$ cat src/rtl/tlbr_pkg.sv
package tlbr_pkg;

   // Ordinal of pair (a,b), a<b, in lexicographic order among n entries.
   function automatic int pair_ord(input int a, input int b, input int n);
      int o;
      int hit;
      o   = 0;
      hit = 0;
      for (int i = 0; i < n; i++) begin
         for (int j = i + 1; j < n; j++) begin
            if (i == a && j == b) hit = o;
            o++;
         end
      end
      return hit;
   endfunction

   // Bit position inside the age field; the first pair takes the top bit.
   function automatic int pair_bit(input int a, input int b, input int n);
      int w;
      w = n * (n - 1) / 2;
      if (a < b) return w - 1 - pair_ord(a, b, n);
      else       return w - 1 - pair_ord(b, a, n);
   endfunction

   // Every pair bit that involves entry k.
   function automatic logic [63:0] pairs_of(input int k, input int n);
      logic [63:0] m;
      m = '0;
      for (int j = 0; j < n; j++)
         if (j != k) m[pair_bit(k, j, n)] = 1'b1;
      return m;
   endfunction

   // Value the pair bits of k take when k is the oldest entry.
   function automatic logic [63:0] oldest_val(input int k, input int n);
      logic [63:0] m;
      m = '0;
      for (int j = k + 1; j < n; j++) m[pair_bit(k, j, n)] = 1'b1;
      return m;
   endfunction

   // Bits set when k becomes the newest entry.
   function automatic logic [63:0] newest_set(input int k, input int n);
      logic [63:0] m;
      m = '0;
      for (int i = 0; i < k; i++) m[pair_bit(i, k, n)] = 1'b1;
      return m;
   endfunction

   function automatic logic [63:0] field_mask(input int lsb, input int w);
      logic [63:0] m;
      m = '0;
      for (int b = 0; b < w; b++) m[lsb + b] = 1'b1;
      return m;
   endfunction

endpackage

$ cat src/rtl/tlbr_lru_state.sv
module tlbr_lru_state import tlbr_pkg::*; #(
   parameter int N  = 4,
   parameter int W  = N * (N - 1) / 2,
   parameter int IW = 2
) (
   input  logic          clk,
   input  logic          rst_n,
   input  logic          ld_en,
   input  logic [W-1:0]  ld_val,
   input  logic          acc_vld,
   input  logic [IW-1:0] acc_idx,
   output logic [W-1:0]  lru_q
);

   logic [W-1:0] clr_tab [N];
   logic [W-1:0] set_tab [N];
   logic [W-1:0] lru_d;
   logic         idx_ok;

   for (genvar k = 0; k < N; k++) begin : g_tab
      assign clr_tab[k] = W'(pairs_of(k, N));
      assign set_tab[k] = W'(newest_set(k, N));
   end

   assign idx_ok = (int'(acc_idx) < N);

   always_comb begin
      lru_d = lru_q;
      if (ld_en)
         lru_d = ld_val;
      else if (acc_vld && idx_ok)
         lru_d = (lru_q & ~clr_tab[acc_idx]) | set_tab[acc_idx];
   end

   always_ff @(posedge clk) begin
      if (!rst_n) lru_q <= '0;
      else        lru_q <= lru_d;
   end

   assert_lru_hold_R3: assert property (@(posedge clk) disable iff (!rst_n)
      (!ld_en && !acc_vld) |=> $stable(lru_q));

endmodule

$ cat src/rtl/tlbr_lru_decode.sv
module tlbr_lru_decode import tlbr_pkg::*; #(
   parameter int N            = 4,
   parameter int W            = N * (N - 1) / 2,
   parameter int IW           = 2,
   parameter int ILLEGAL_PICK = 0
) (
   input  logic          clk,
   input  logic          rst_n,
   input  logic [W-1:0]  lru,
   output logic [IW-1:0] victim,
   output logic          illegal
);

   logic [N-1:0] match;

   for (genvar k = 0; k < N; k++) begin : g_match
      localparam logic [W-1:0] CARE = W'(pairs_of(k, N));
      localparam logic [W-1:0] VAL  = W'(oldest_val(k, N));
      assign match[k] = ((lru & CARE) == VAL);
   end

   always_comb begin
      victim = IW'(ILLEGAL_PICK);
      for (int k = N - 1; k >= 0; k--)
         if (match[k]) victim = IW'(k);
   end

   assign illegal = ~|match;

   assert_single_oldest_R4: assert property (@(posedge clk) disable iff (!rst_n)
      $onehot0(match));

   assert_illegal_pick_R5: assert property (@(posedge clk) disable iff (!rst_n)
      illegal |-> (victim == IW'(ILLEGAL_PICK)));

endmodule

$ cat src/rtl/tlbr_urc_state.sv
module tlbr_urc_state #(
   parameter int IW = 6
) (
   input  logic          clk,
   input  logic          rst_n,
   input  logic          ld_en,
   input  logic [IW-1:0] ld_urc,
   input  logic [IW-1:0] ld_urb,
   input  logic          tick,
   output logic [IW-1:0] urc_q,
   output logic [IW-1:0] urb_q
);

   localparam logic [IW-1:0] TOP = {IW{1'b1}};

   logic [IW:0]   inc;
   logic          wrap;
   logic [IW-1:0] urc_d;

   assign inc  = {1'b0, urc_q} + {{IW{1'b0}}, 1'b1};
   assign wrap = inc[IW] || ((urb_q != '0) && (inc[IW-1:0] > urb_q));

   always_comb begin
      urc_d = urc_q;
      if (ld_en)     urc_d = ld_urc;
      else if (tick) urc_d = wrap ? '0 : inc[IW-1:0];
   end

   always_ff @(posedge clk) begin
      if (!rst_n) begin
         urc_q <= '0;
         urb_q <= '0;
      end else begin
         urc_q <= urc_d;
         if (ld_en) urb_q <= ld_urb;
      end
   end

   assert_urc_step_R6: assert property (@(posedge clk) disable iff (!rst_n)
      (tick && !ld_en) |=> ((urc_q == '0) || ({1'b0, urc_q} == {1'b0, $past(urc_q)} + 1'b1)));

   assert_urc_bound_R6: assert property (@(posedge clk) disable iff (!rst_n)
      (tick && !ld_en && urb_q != '0 && urc_q <= urb_q) |=> (urc_q <= urb_q));

   assert_full_wrap_R7: assert property (@(posedge clk) disable iff (!rst_n)
      (tick && !ld_en && urb_q == '0 && urc_q == TOP) |=> (urc_q == '0));

   assert_urb_hold_R9: assert property (@(posedge clk) disable iff (!rst_n)
      !ld_en |=> $stable(urb_q));

endmodule

$ cat src/rtl/tlb_repl_ctrl.sv
module tlb_repl_ctrl import tlbr_pkg::*; #(
   parameter int REG_W        = 32,
   parameter int ITLB_N       = 4,
   parameter int UTLB_IW      = 6,
   parameter int LRU_MSB      = 31,
   parameter int URB_LSB      = 18,
   parameter int URC_LSB      = 10,
   parameter int ILLEGAL_PICK = 0,
   localparam int IIW         = (ITLB_N > 1) ? $clog2(ITLB_N) : 1
) (
   input  logic               clk,
   input  logic               rst_n,
   input  logic               cfg_wr_en,
   input  logic [REG_W-1:0]   cfg_wr_data,
   output logic [REG_W-1:0]   ctl_q,
   input  logic               itlb_acc_vld,
   input  logic [IIW-1:0]     itlb_acc_idx,
   output logic [IIW-1:0]     itlb_victim,
   output logic               itlb_lru_err,
   input  logic               urc_tick,
   input  logic               ldtlb_req,
   output logic               utlb_wr_en,
   output logic [UTLB_IW-1:0] utlb_wr_idx
);

   localparam int LRU_W   = ITLB_N * (ITLB_N - 1) / 2;
   localparam int LRU_LSB = LRU_MSB - LRU_W + 1;
   localparam logic [REG_W-1:0] LRU_M = REG_W'(field_mask(LRU_LSB, LRU_W));
   localparam logic [REG_W-1:0] URB_M = REG_W'(field_mask(URB_LSB, UTLB_IW));
   localparam logic [REG_W-1:0] URC_M = REG_W'(field_mask(URC_LSB, UTLB_IW));
   localparam logic [REG_W-1:0] KEEP  = ~(LRU_M | URB_M | URC_M);

   // Elaboration-time parameter checks
   if (REG_W > 64) begin : g_bad_regw
      $error("REG_W must not exceed 64");
   end
   if (ITLB_N < 2 || ITLB_N > 11) begin : g_bad_n
      $error("ITLB_N must be within 2..11");
   end
   if (LRU_LSB < 0 || LRU_MSB >= REG_W) begin : g_bad_lru
      $error("age field does not fit in the control word");
   end
   if (URB_LSB + UTLB_IW > REG_W || URC_LSB + UTLB_IW > REG_W) begin : g_bad_cnt
      $error("counter fields do not fit in the control word");
   end
   if (((LRU_M & URB_M) | (LRU_M & URC_M) | (URB_M & URC_M)) != '0) begin : g_bad_overlap
      $error("control word fields overlap");
   end
   if (ILLEGAL_PICK < 0 || ILLEGAL_PICK >= ITLB_N) begin : g_bad_pick
      $error("ILLEGAL_PICK must name an entry");
   end

   logic [LRU_W-1:0]   lru_q;
   logic [UTLB_IW-1:0] urc_q;
   logic [UTLB_IW-1:0] urb_q;
   logic [REG_W-1:0]   misc_q;

   tlbr_lru_state #(.N(ITLB_N), .W(LRU_W), .IW(IIW)) u_lru (
      .clk     (clk),
      .rst_n   (rst_n),
      .ld_en   (cfg_wr_en),
      .ld_val  (cfg_wr_data[LRU_MSB -: LRU_W]),
      .acc_vld (itlb_acc_vld),
      .acc_idx (itlb_acc_idx),
      .lru_q   (lru_q)
   );

   tlbr_lru_decode #(.N(ITLB_N), .W(LRU_W), .IW(IIW), .ILLEGAL_PICK(ILLEGAL_PICK)) u_dec (
      .clk     (clk),
      .rst_n   (rst_n),
      .lru     (lru_q),
      .victim  (itlb_victim),
      .illegal (itlb_lru_err)
   );

   tlbr_urc_state #(.IW(UTLB_IW)) u_urc (
      .clk    (clk),
      .rst_n  (rst_n),
      .ld_en  (cfg_wr_en),
      .ld_urc (cfg_wr_data[URC_LSB +: UTLB_IW]),
      .ld_urb (cfg_wr_data[URB_LSB +: UTLB_IW]),
      .tick   (urc_tick),
      .urc_q  (urc_q),
      .urb_q  (urb_q)
   );

   always_ff @(posedge clk) begin
      if (!rst_n)         misc_q <= '0;
      else if (cfg_wr_en) misc_q <= cfg_wr_data;
   end

   always_comb begin
      ctl_q                          = misc_q & KEEP;
      ctl_q[LRU_MSB -: LRU_W]        = lru_q;
      ctl_q[URB_LSB +: UTLB_IW]      = urb_q;
      ctl_q[URC_LSB +: UTLB_IW]      = urc_q;
   end

   assign utlb_wr_en  = ldtlb_req;
   assign utlb_wr_idx = urc_q;

   assert_cfg_load_R2: assert property (@(posedge clk) disable iff (!rst_n)
      cfg_wr_en |=> (ctl_q == $past(cfg_wr_data)));

   assert_acc_not_victim_R3: assert property (@(posedge clk) disable iff (!rst_n)
      (itlb_acc_vld && !cfg_wr_en) |=> (itlb_lru_err || itlb_victim != $past(itlb_acc_idx)));

   assert_misc_hold_R9: assert property (@(posedge clk) disable iff (!rst_n)
      !cfg_wr_en |=> ((ctl_q & KEEP) == $past(ctl_q & KEEP)));

endmodule

$ cat config.mk
export PLATFORM = sky130hd
export DESIGN_NAME = tlb_repl_ctrl
export DESIGN_NICKNAME = d
export VERILOG_FILES = /design/src/rtl/tlbr_pkg.sv /design/src/rtl/tlbr_lru_state.sv /design/src/rtl/tlbr_lru_decode.sv /design/src/rtl/tlbr_urc_state.sv /design/src/rtl/tlb_repl_ctrl.sv
export SDC_FILE = /design/constraint.sdc
export NUM_CORES = 1
export LEC_CHECK = 0
export ABC_AREA = 1
export CORE_ASPECT_RATIO = 1.5
export CORE_MARGIN = 4
export CORE_UTILIZATION = 45
export CTS_BUF_LIST = sky130_fd_sc_hd__clkbuf_8
export CTS_CLUSTER_DIAMETER = 30
export CTS_CLUSTER_SIZE = 28
export DETAILED_ROUTE_END_ITERATION = 8
export PLACE_DENSITY_LB_ADDON = 0.15
export REMOVE_ABC_BUFFERS = 1
export SYNTH_ARGS = -nofsm -noshare
export SYNTH_HDL_FRONTEND = slang
export SYNTH_SLANG_ARGS = --single-unit
export TNS_END_PERCENT = 1
$ cat constraint.sdc
create_clock -name clk -period 4.23 [get_ports clk]
set_clock_uncertainty 0.15 [all_clocks]
set_input_delay 0.846 -clock clk [delete_from_list [all_inputs] [get_ports clk]]
set_output_delay 0.846 -clock clk [all_outputs]
set_load 0.05 [all_outputs]
Word-level counts from Yosys, hierarchy flattened:

Cells that the tools add are included.

* flip-flop bits (word level): 44
* bits in latches: 0
* RAM bits: 0
* bits in read-only memories: 0
* input port bits: 40
* output and inout port bits: 42
* word-level logic and storage cells: 37
* memories kept: 0

* add/sub/neg operators: 1
* multipliers: 0
* div/mod/pow operators: 0
* magnitude comparators: 2
* equality and inequality tests: 3
* shifts and indexed selects: 0
* muxes and demuxes: 15
* bitwise logic cells: 4
* reduce and logical (&&, ||, !) cells: 8

Operator list (number)
* 6-bit 2-to-1 mux: 9
* 6-bit binary-select mux with 2-bit select: 2
* 2-bit 2-to-1 mux: 4
* 6-bit by 1-bit adder with 7-bit output (second input constant): 1
* 6-bit bitwise AND: 1
* 6-bit greater-than comparator: 1
* 6-bit zero test: 1
* 6-bit NOT: 1
* 6-bit OR: 1
* 6-bit nonzero test: 1
* 2-bit nonzero test: 2
* 4-bit OR reduction: 1
* 3-bit by 1-bit == test with 1-bit output (second input constant): 1
* 3-bit by 2-bit == test with 1-bit output (second input constant): 1
* 3-bit == test (second input constant): 1
* 3-bit greater-or-equal comparator (second input constant): 1
* 2-bit NOT with 3-bit output: 1
* 1-bit logical AND: 1
* 1-bit zero test: 1
* 1-bit logical OR: 1

Longest topological paths before layout:

Gate-level depths: netlist (run 1).

* depth after elaboration: 9
* depth in mapped cells: 15
* mapped depth without buffers: 15

Modules after synthesis:

A second synthesis (run 1) with hierarchy kept.

* cells, all modules: 283
* area total of the unflattened synthesis: 1864.3 µm²

By module, submodules not included
* tlbr_urc_state: times used 1, cells each 111, area each 769.5 µm², sequential area each 240.2 µm²
* tlb_repl_ctrl: times used 1, cells each 95, area each 636.9 µm², sequential area each 280.3 µm²
* tlbr_lru_state: times used 1, cells each 64, area each 400.4 µm², sequential area each 120.1 µm²
* tlbr_lru_decode: times used 1, cells each 13, area each 57.6 µm², sequential area each 0.0 µm²

Worst setup path after synthesis (run 1):

OpenSTA, ideal clock, no wires.

* path type: reg-to-output
* start point: reg with a tool-made name
* end point: out itlb_lru_err
* arrival time: 2.817 ns
* data required time: 3.234 ns
* setup slack: 0.417 ns
* cell stages (with the launch flop): 5
* buffers on the path: 0
* cells stage by stage: dfxtp_1 > inv_1 > nand2_1 > o21ai_0 > a311oi_1

RTL lines
* end, declared: line tlb_repl_ctrl.sv:19 `output logic itlb_lru_err,`

Worst setup path in the final report (run 1):

* start point: reg u_lru.lru_q[3]
* end point: out itlb_lru_err

* longest elaborated chain between the ends: 3
* elaborated cells between the ends (all ways): 4
* those cells by class: eq/ne (1); reduce/logical (3)

Ends and longest elaborated chain
* start, declared: line tlbr_lru_state.sv:12 `output logic [W-1:0] lru_q`
* start signal, assigned: line tlbr_lru_state.sv:37 `else lru_q <= lru_d;`
* 3-bit == test / 6-bit zero test (equally long branches): line tlbr_lru_decode.sv:19 `assign match[k] = ((lru & CARE) == VAL);`
* 4-bit OR reduction *: line tlbr_lru_decode.sv:28 `assign illegal = ~|match;`
* 1-bit zero test *: line tlbr_lru_decode.sv:28

Every way passes the cells marked *; elsewhere a longest branch is shown, timed or not.

==> results by stage, run 1 <==
Run status:
- The flow ran to the end, and the final reports show no timing, DRC or antenna violations.

Floorplanning:
- The initial utilization of the core area, before any placement, comes to 0.477.
- 82 I/O pins were placed.
- The floorplan step set the die height to 82.4 um.
- The width of the die is 57.6 um.
- After floorplanning, the core was divided into 26 placement rows.
- The core box area is 3480 um2.
- The die covers 4750 um2.

Clocking:
- TritonCTS built the clock tree.
- Post-CTS timing repair inserted 0 buffers for setup.
- In this run the number of H-tree levels came out at 2.
- The insertion delay to the later sink of the worst-skew pair is 280 ps.
- In this run the clock root is driven by a sky130_fd_sc_hd__clkbuf_8.
- The clock tree buffer depth is 2.
- The hold buffer count at cts is 0.
- The number of buffers added by the clock tree synthesis step is 5.
- Counting every sink on the clock net gives 32.
- In this run, post-CTS repair resized a total of 0 instances.
- The clock transition at the registers of the reported paths is 70 ps.

Setup path:
- The delay of the slowest critical-path stage is 850 ps.
- The path type of the worst setup path is reg2out.
- The worst setup slack for register-to-register paths is 1840 ps.
- The kind of capture point of the worst setup path is an output pin.
- The reg-to-reg critical path startpoint is u_urc.urc_q[0].
- The cell with the largest stage delay on the worst path is sky130_fd_sc_hd__clkdlybuf4s50_1.
- The endpoint of the most critical register-to-register path is u_urc.urc_q[2].
- In this run the worst path has a maximum fanout of 5.
- Data arrives at the worst endpoint at 2000 ps.
- STA classifies the critical path startpoint as a flop.
- Walking the worst path, the cells encountered are nor2_1 -> nand2_1 -> o21ai_0 -> a311oi_1 -> clkdlybuf4s50_1.
- The count of buffer and inverter cells on the critical path is 1.
- On the critical path the largest part of the delay comes from buffers and inverters.
- Counting cells, the worst reg-to-reg path comes to 13.
- For the worst setup path, the data required time is 3230 ps.

Run:
- The number of max-capacitance violations reported is 0.

Timing:
- The final-report max-slew violation count is 0.
- For the finished layout, the period the worst path requires is 2990 ps.
- Setup repair after global routing left no endpoint under its margin.
- In the finished design, the share of the clock period the worst path needs comes to 0.707.
- In this run the tightest slew margin relative to its limit is 0.508.
- Setup total negative slack on the finished layout was measured at 0 ps.
- Static timing analysis puts the maximum clock frequency at 0.334 GHz.
- The final count of hold timing violations was 0.
- Setup violations remaining at the end of the flow were counted as 0.
- The transition time of the tightest slew-check pin is 736 ps.

Layout:
- The number of antenna diodes in the final layout is 0.
- The storage element area is 641 um2.
- Counting the fill cells in the layout gives 279.
- The layout net count is 357.
- Of the cells placed in the final design, the portion with a size suffix greater than 1 is 0.0485.
- Summing all multi-input logic gate instances after layout gives 833 um2.
- The post-route core utilization is 0.735.
- The area growth from synthesis to layout is 54.2%.

Synth:
- The post-synthesis average cell area is 7.07 um2.
- Of the total synthesized cell area, the portion taken by full adders, half adders and majority gates is 0.0678.
- Of the total synthesized cell area, the portion taken by XOR and XNOR cells is 0.0158.
- The cell area after technology mapping is 1660 um2.
- In the synthesized netlist, the number of instances is 235.
- The dominant combinational cell family by area after synthesis is simple AND/OR/NAND/NOR gates.
- The area fraction in and, or, nand and nor cells after synthesis is 0.233.
- The number of synthesis warnings is 0.
- The part of the Yosys area used for sequential elements is 0.386.
- Counting flops and latches in the post-synthesis netlist gives 32.
- The number of library cell types mapped by synthesis is 25.
- The compound-cell area share of the yosys netlist is 0.185.
- The multiplexer area fraction after synthesis is 0.

Min path:
- The startpoint identified for the worst hold timing path is misc_q[19].
- The hold path endpoint is misc_q[19].
- The worst hold path depth is 2.
- The worst min-delay path class is reg2reg.

Placement:
- The detailed-placement wirelength estimate is 3390 um.
- At the end of routability-driven placement, the weighted congestion stood at 0.805.
- The number of buffers added on ports is 79.

Power:
- Across the VDD grid, the largest voltage drop is 258 uV.
- The total leakage power is 1.10 nW.
- The power per cell area is 372 nW/um2.

Drt:
- The starting DRC count in detailed routing is 61.
- The count of nets left with antenna violations once routing finished came out at 0.
- Dividing the detail-routed via count by the number of cells gives 5.09.
- Summing over every cut layer, the via total after detailed routing is 1787.
- The detail-routed net length per standard cell is 12.9 um.
- The detailed-route DRC error count is 0.
- The final layout contains routed wiring with a total length of 4540 um.
- The number of detailed-routing iterations run before antenna repair is 4.

GRT:
- In the global route stage, overall resource usage came out at 0.212.
- The initial antenna violation count is 0.
- The number of global-route vias before repair is 1828.
- The largest net degree at the start of global routing is 35.
- After global routing the overflow that remains totals 0.
- The wire length of the first global-routing pass is 7870 um.
worst register-to-register path, stage by stage (launching register included):
cell and delay (ps):
sky130_fd_sc_hd__dfxtp_1 510, sky130_fd_sc_hd__ha_1 250, sky130_fd_sc_hd__nand3_1 110, sky130_fd_sc_hd__xor2_1 240
sky130_fd_sc_hd__inv_1 80, sky130_fd_sc_hd__ha_1 270, sky130_fd_sc_hd__nand2_1 60, sky130_fd_sc_hd__nor2_1 140
sky130_fd_sc_hd__nand2_1 60, sky130_fd_sc_hd__nand2_1 50, sky130_fd_sc_hd__inv_1 40, sky130_fd_sc_hd__nand2_2 120
sky130_fd_sc_hd__nand3_1 100, sky130_fd_sc_hd__a21oi_1 140
report_power, final:
group | switching, mW | internal (mW) | total [mW]
clock | 0.111 | 0.208 | 0.319
combinational | 0.180 | 0.111 | 0.292
sequential | 0.0191 | 0.323 | 0.342
total | 0.310 | 0.642 | 0.952
cell type report:
type                            count  area share
Clock buffer                        7      0.0376
Clock inverter                      1      0.0117
Inverter                           27      0.0396
Multi-Input combinational cell    161       0.326
Sequential cell                    32       0.250
Tap cell                           42      0.0205
Timing Repair Buffer               81       0.315
per-stage QoR:
stage / hold slack (ps) / power [mW] / area, um2 / worst slack (ps) / std cells
floorplan: 564 / 0.520 / 1580 / 417 / 220
global placement: 329 / 0.637 / 2430 / 1590 / 343
detailed placement: 341 / 0.640 / 2430 / 1550 / 343
CTS: 353 / 0.964 / 2560 / 1230 / 351
global route: 374 / 1.00 / 2560 / 1160 / 351
finish: 353 / 0.952 / 2560 / 1240 / 351
layout by cell type, fill, tap and decap left out, types with 2 or more instances in the layout:
cell	Yosys	final
sky130_fd_sc_hd__clkdlybuf4s50_1	0	79
sky130_fd_sc_hd__a31oi_1	2	2
sky130_fd_sc_hd__nor2_1	45	45
sky130_fd_sc_hd__a22oi_1	6	6
sky130_fd_sc_hd__buf_4	7	2
sky130_fd_sc_hd__ha_1	9	9
sky130_fd_sc_hd__nand3_1	13	13
sky130_fd_sc_hd__o21ai_0	30	30
sky130_fd_sc_hd__a21oi_1	15	15
sky130_fd_sc_hd__dfxtp_1	32	32
sky130_fd_sc_hd__inv_1	27	27
sky130_fd_sc_hd__clkbuf_8	0	7
sky130_fd_sc_hd__nand2_2	2	2
sky130_fd_sc_hd__xor2_1	2	2
sky130_fd_sc_hd__nand2_1	28	28
how the worst max path moves through the flow:
stage / startpoint / end / slack, ps / cells after the start
floorplan: flop / itlb_lru_err / 420 / 4
global placement: u_lru.lru_q[3] / itlb_lru_err / 1590 / 5
detailed placement: cfg_wr_en / u_urc.urc_q[4] / 1550 / 8
CTS: u_lru.lru_q[3] / itlb_lru_err / 1230 / 5
global route: u_lru.lru_q[3] / itlb_lru_err / 1160 / 5
finish: u_lru.lru_q[3] / itlb_lru_err / 1240 / 5
metal layers:
metal  vias to the layer above  share of wire  GRT usage
li1                        907              -          -
met1                       809           0.37      0.210
met2                        62           0.55      0.398
met3                         9          0.060     0.0575
met4                         0          0.017      0.109
met5                         -              0          0
kinds of logic after synthesis:
logic type	after synthesis
simple gates	93
compound gates	56
buf+inv	42
flops	32
fa+ha+maj	9
xor+xnor	3
cells in the mapped netlist:
| master | count | area share |
|---|---|---|
| sky130_fd_sc_hd__nor2_1 | 45 | 0.10 |
| sky130_fd_sc_hd__dfxtp_1 | 32 | 0.39 |
| sky130_fd_sc_hd__o21ai_0 | 30 | 0.090 |
| sky130_fd_sc_hd__nand2_1 | 28 | 0.063 |
| sky130_fd_sc_hd__inv_1 | 27 | 0.061 |
| sky130_fd_sc_hd__a21oi_1 | 15 | 0.045 |
| sky130_fd_sc_hd__nand3_1 | 13 | 0.039 |
| sky130_fd_sc_hd__ha_1 | 9 | 0.068 |
| sky130_fd_sc_hd__buf_4 | 7 | 0.032 |
| sky130_fd_sc_hd__a22oi_1 | 6 | 0.027 |
| sky130_fd_sc_hd__buf_1 | 3 | 0.0068 |
| sky130_fd_sc_hd__clkbuf_1 | 3 | 0.0068 |
| sky130_fd_sc_hd__a31oi_1 | 2 | 0.0075 |
| sky130_fd_sc_hd__buf_2 | 2 | 0.0060 |
| sky130_fd_sc_hd__nand2_2 | 2 | 0.0075 |
| sky130_fd_sc_hd__xor2_1 | 2 | 0.011 |
| sky130_fd_sc_hd__a211oi_1 | 1 | 0.0045 |
| sky130_fd_sc_hd__a21oi_2 | 1 | 0.0053 |
| sky130_fd_sc_hd__a311oi_1 | 1 | 0.0053 |
| sky130_fd_sc_hd__nand3_2 | 1 | 0.0060 |
| sky130_fd_sc_hd__nand3b_1 | 1 | 0.0045 |
| sky130_fd_sc_hd__nand4_1 | 1 | 0.0038 |
| sky130_fd_sc_hd__nor2_2 | 1 | 0.0038 |
| sky130_fd_sc_hd__nor3_1 | 1 | 0.0030 |
| sky130_fd_sc_hd__xnor2_1 | 1 | 0.0053 |
Power figures use the tool's default switching activity.
==> inputs of run 2 (changes only) <==
CORE_UTILIZATION = 41   (was 45)
clock period = 3.1 ns   (was 4.23 ns; I/O delays follow)
==> results by stage, run 2 (synthesis gave the netlist of run 1 again) <==
Run status:
- Status: completed (unchanged).

Power:
- The total leakage power is 1.10 nW (about the same).
- The power per cell area came to 489 nW/um2 (was 372 nW/um2).
- The worst vdd rail ir drop is 349 uV (was 258 uV).
- The combinational fraction of design power came to 0.320 (was 0.306).
- The proportion of power drawn by the clock network is 0.306 (was 0.335).
- The internal power contribution came to 0.828 mW (was 0.642 mW).
- The sequential share of power is 0.374 (was 0.359).
- The total power of the final layout is 1.25 mW (was 0.952 mW).
- The proportion of total power due to net switching was 0.337 (was 0.326).
- The switching power total is 0.420 mW (was 0.310 mW).

Min path:
- The start point of the worst hold path is misc_q[2] (was misc_q[19]).
- The hold path endpoint was misc_q[2] (was misc_q[19]).
- The worst min-delay path class is reg2reg (unchanged).
- The worst hold path depth was 2 (unchanged).

Setup path:
- The required time of the critical path is 2330 ps (was 3230 ps).
- The worst setup slack for register-to-register paths is 690 ps (was 1840 ps).
- The critical-path maximum fanout is 5 (unchanged).
- The number of cells on the worst reg-to-reg path is 13 (unchanged).
- The path type of the worst setup path is reg2out (unchanged).
- The endpoint of the most critical register-to-register path is u_urc.urc_q[0] (was u_urc.urc_q[2]).
- The reg-to-reg critical path startpoint is u_urc.urc_q[0] (unchanged).
- The data arrival time at the worst-slack endpoint is 1980 ps (was 2000 ps).
- The nature of the critical path startpoint is a flop (unchanged).
- The kind of capture point of the worst setup path is an output pin (unchanged).

Timing:
- The worst hold-check slack is 349 ps (was 353 ps).
- The count of endpoints failing setup in the final report is 0 (unchanged).
- Setup repair after global routing missed its margin: no (unchanged).
- The final count of hold timing violations came to 0 (unchanged).
- In the finished design, the share of the clock period the worst path needs comes to 0.887.
- The highest achievable clock rate is 0.364 GHz.
- The final critical path time including I/O delays and setup is 2750 ps.
- The final-report max-slew violation count was 0 (unchanged).
- The worst slew margin relative to its limit is 0.587 (was 0.508).
- The transition time of the tightest slew-check pin is 619 ps (was 736 ps).

Layout:
- The layout net count was 358 (was 357).
- The proportion of layout cells with a drive suffix above 1 is 0.0484 (was 0.0485).
- The post-route core utilization is 0.651 (was 0.735).
- The commonest non-fill, non-tap cell in the layout is sky130_fd_sc_hd__clkdlybuf4s50_1 (unchanged).
- The number of antenna diodes is 0 (unchanged).
- The final non-filler cell total is 355 (was 351).
- Leading cell types in the layout, fill and taps excluded: sky130_fd_sc_hd__clkdlybuf4s50_1, sky130_fd_sc_hd__nor2_1, sky130_fd_sc_hd__dfxtp_1 (unchanged).
- The area growth from synthesis to layout is 53.7% (was 54.2%).

Clocking:
- The number of H-tree levels is 2 (unchanged).
- The master cell of the clock root buffer is sky130_fd_sc_hd__clkbuf_8 (unchanged).
- The number of sinks driven by the clock tree was 32 (unchanged).
- The total of cells resized after clock tree synthesis is 0 (unchanged).
- The clock transition at the registers of the reported paths is 70 ps (about the same).
- The CTS tree is done (unchanged).
- The clock tree buffer depth is 2 (unchanged).
- The hold buffer count at cts is 0 (unchanged).
- The insertion delay to the later sink of the worst-skew pair is 280 ps (about the same).
- The number of buffers added by the clock tree synthesis step is 5 (unchanged).
- The number of setup buffers added after CTS is 0 (unchanged).

Floorplanning:
- The floorplan die height was 85.9 um (was 82.4 um).
- The die outline area is 5150 um2 (was 4750 um2).
- The effective utilization at floorplan came to 0.423 (was 0.477).
- The I/O pin count is 82 (unchanged).
- The row count is 28 (was 26).
- The core box area is 3920 um2 (was 3480 um2).
- The width of the die is 60.0 um (was 57.6 um).

Drt:
- The number of detailed-routing iterations run before antenna repair was 4 (unchanged).
- The total number of vias came to 1786 (was 1787).
- The starting DRC count in detailed routing came to 56 (was 61).
- The detailed-route DRC error count came to 0 (unchanged).
- The detail-routed net length per standard cell is 12.9 um (about the same).
- The post-detailed-route count of antenna-violating nets was 0 (unchanged).
- The per-cell via count in the routed design is 5.03 (was 5.09).
- The final wirelength is 4570 um (was 4540 um).

Placement:
- The final weighted congestion in routability-driven placement is 0.868 (was 0.805).
- The detailed-placement wirelength estimate is 3390 um (about the same).
- The total instance count after detailed placement is 347 (was 343).
- The number of buffers added on ports is 79 (unchanged).

Run:
- The number of max-capacitance violations reported is 0 (unchanged).

GRT:
- The total global-route track usage is 0.181 (was 0.212).
- The number of global-route vias before repair is 1668 (was 1828).
- The remaining global-route overflow was 0 (unchanged).
- The initial antenna violation count is 0 (unchanged).
- The wire length of the first global-routing pass is 7340 um (was 7870 um).
- The largest net degree at the start of global routing came to 31 (was 35).
## run 2: cell types whose count changed in the layout (fill, tap and decap cells not counted)
| cell | delta |
|---|---|
| sky130_fd_sc_hd__clkbuf_8 | -2 |
| sky130_fd_sc_hd__buf_4 | +1 |
| sky130_fd_sc_hd__clkinv_2 | +1 |
| sky130_fd_sc_hd__inv_1 | +1 |
## run 2: power by group through the flow
stage | combinational, mW | sequential [mW] | clock, mW
floorplan | 0.119 | 0.590 | 0
global placement | 0.398 | 0.475 | 0
detailed placement | 0.401 | 0.476 | 0
CTS | 0.403 | 0.467 | 0.397
global route | 0.430 | 0.471 | 0.414
finish | 0.400 | 0.467 | 0.382
## run 2: worst max path at each step
stage | start | slack [ps] | cells after the start | to
2_1_floorplan | flop | -490 | 4 | itlb_lru_err
3_3_place_gp | u_lru.lru_q[3] | 690 | 5 | itlb_lru_err
3_5_place_dp | cfg_wr_en | 680 | 6 | u_urc.urc_q[1]
4_1_cts | u_lru.lru_q[3] | 330 | 5 | itlb_lru_err
5_1_grt | u_lru.lru_q[3] | 190 | 5 | itlb_lru_err
6_report | u_lru.lru_q[3] | 350 | 5 | itlb_lru_err
## run 2: critical path: stages, from the launching register on
cell and delay (ps):
sky130_fd_sc_hd__dfxtp_1 390, sky130_fd_sc_hd__nor2_1 70, sky130_fd_sc_hd__nand2_1 70, sky130_fd_sc_hd__o21ai_0 110
sky130_fd_sc_hd__a311oi_1 220, sky130_fd_sc_hd__clkdlybuf4s50_1 840
## run 2: area by class of cell
type	instances	area (um2)
Clock buffer	5	68.8
Tap cell	45	56.3
Sequential cell	32	641
Clock inverter	3	38.8
Inverter	27	101
Fill cell	360	1370
Timing Repair Buffer	82	813
Multi-Input combinational cell	161	833
## run 2: routing by layer
metal	GRT usage	wire length [um]
met1	0.211	1820
met2	0.312	2440
met3	0.0377	250
met4	0.0746	60
met5	0	0
## run 2: per-stage QoR
| step | setup WS [ps] | area (um2) | TNS [ps] |
|---|---|---|---|
| after floorplan | -487 | 1580 | -487 |
| after global placement | 689 | 2440 | 0 |
| after detailed placement | 680 | 2440 | 0 |
| after CTS | 330 | 2550 | 0 |
| after global routing | 191 | 2550 | 0 |
| final | 349 | 2550 | 0 |
==> inputs of run 3 (changes only) <==
GPL_ROUTABILITY_DRIVEN = 0   (was default)
==> results of run 3 <==
Same layout as run 2: the final DEF is identical, and so are final timing and power.
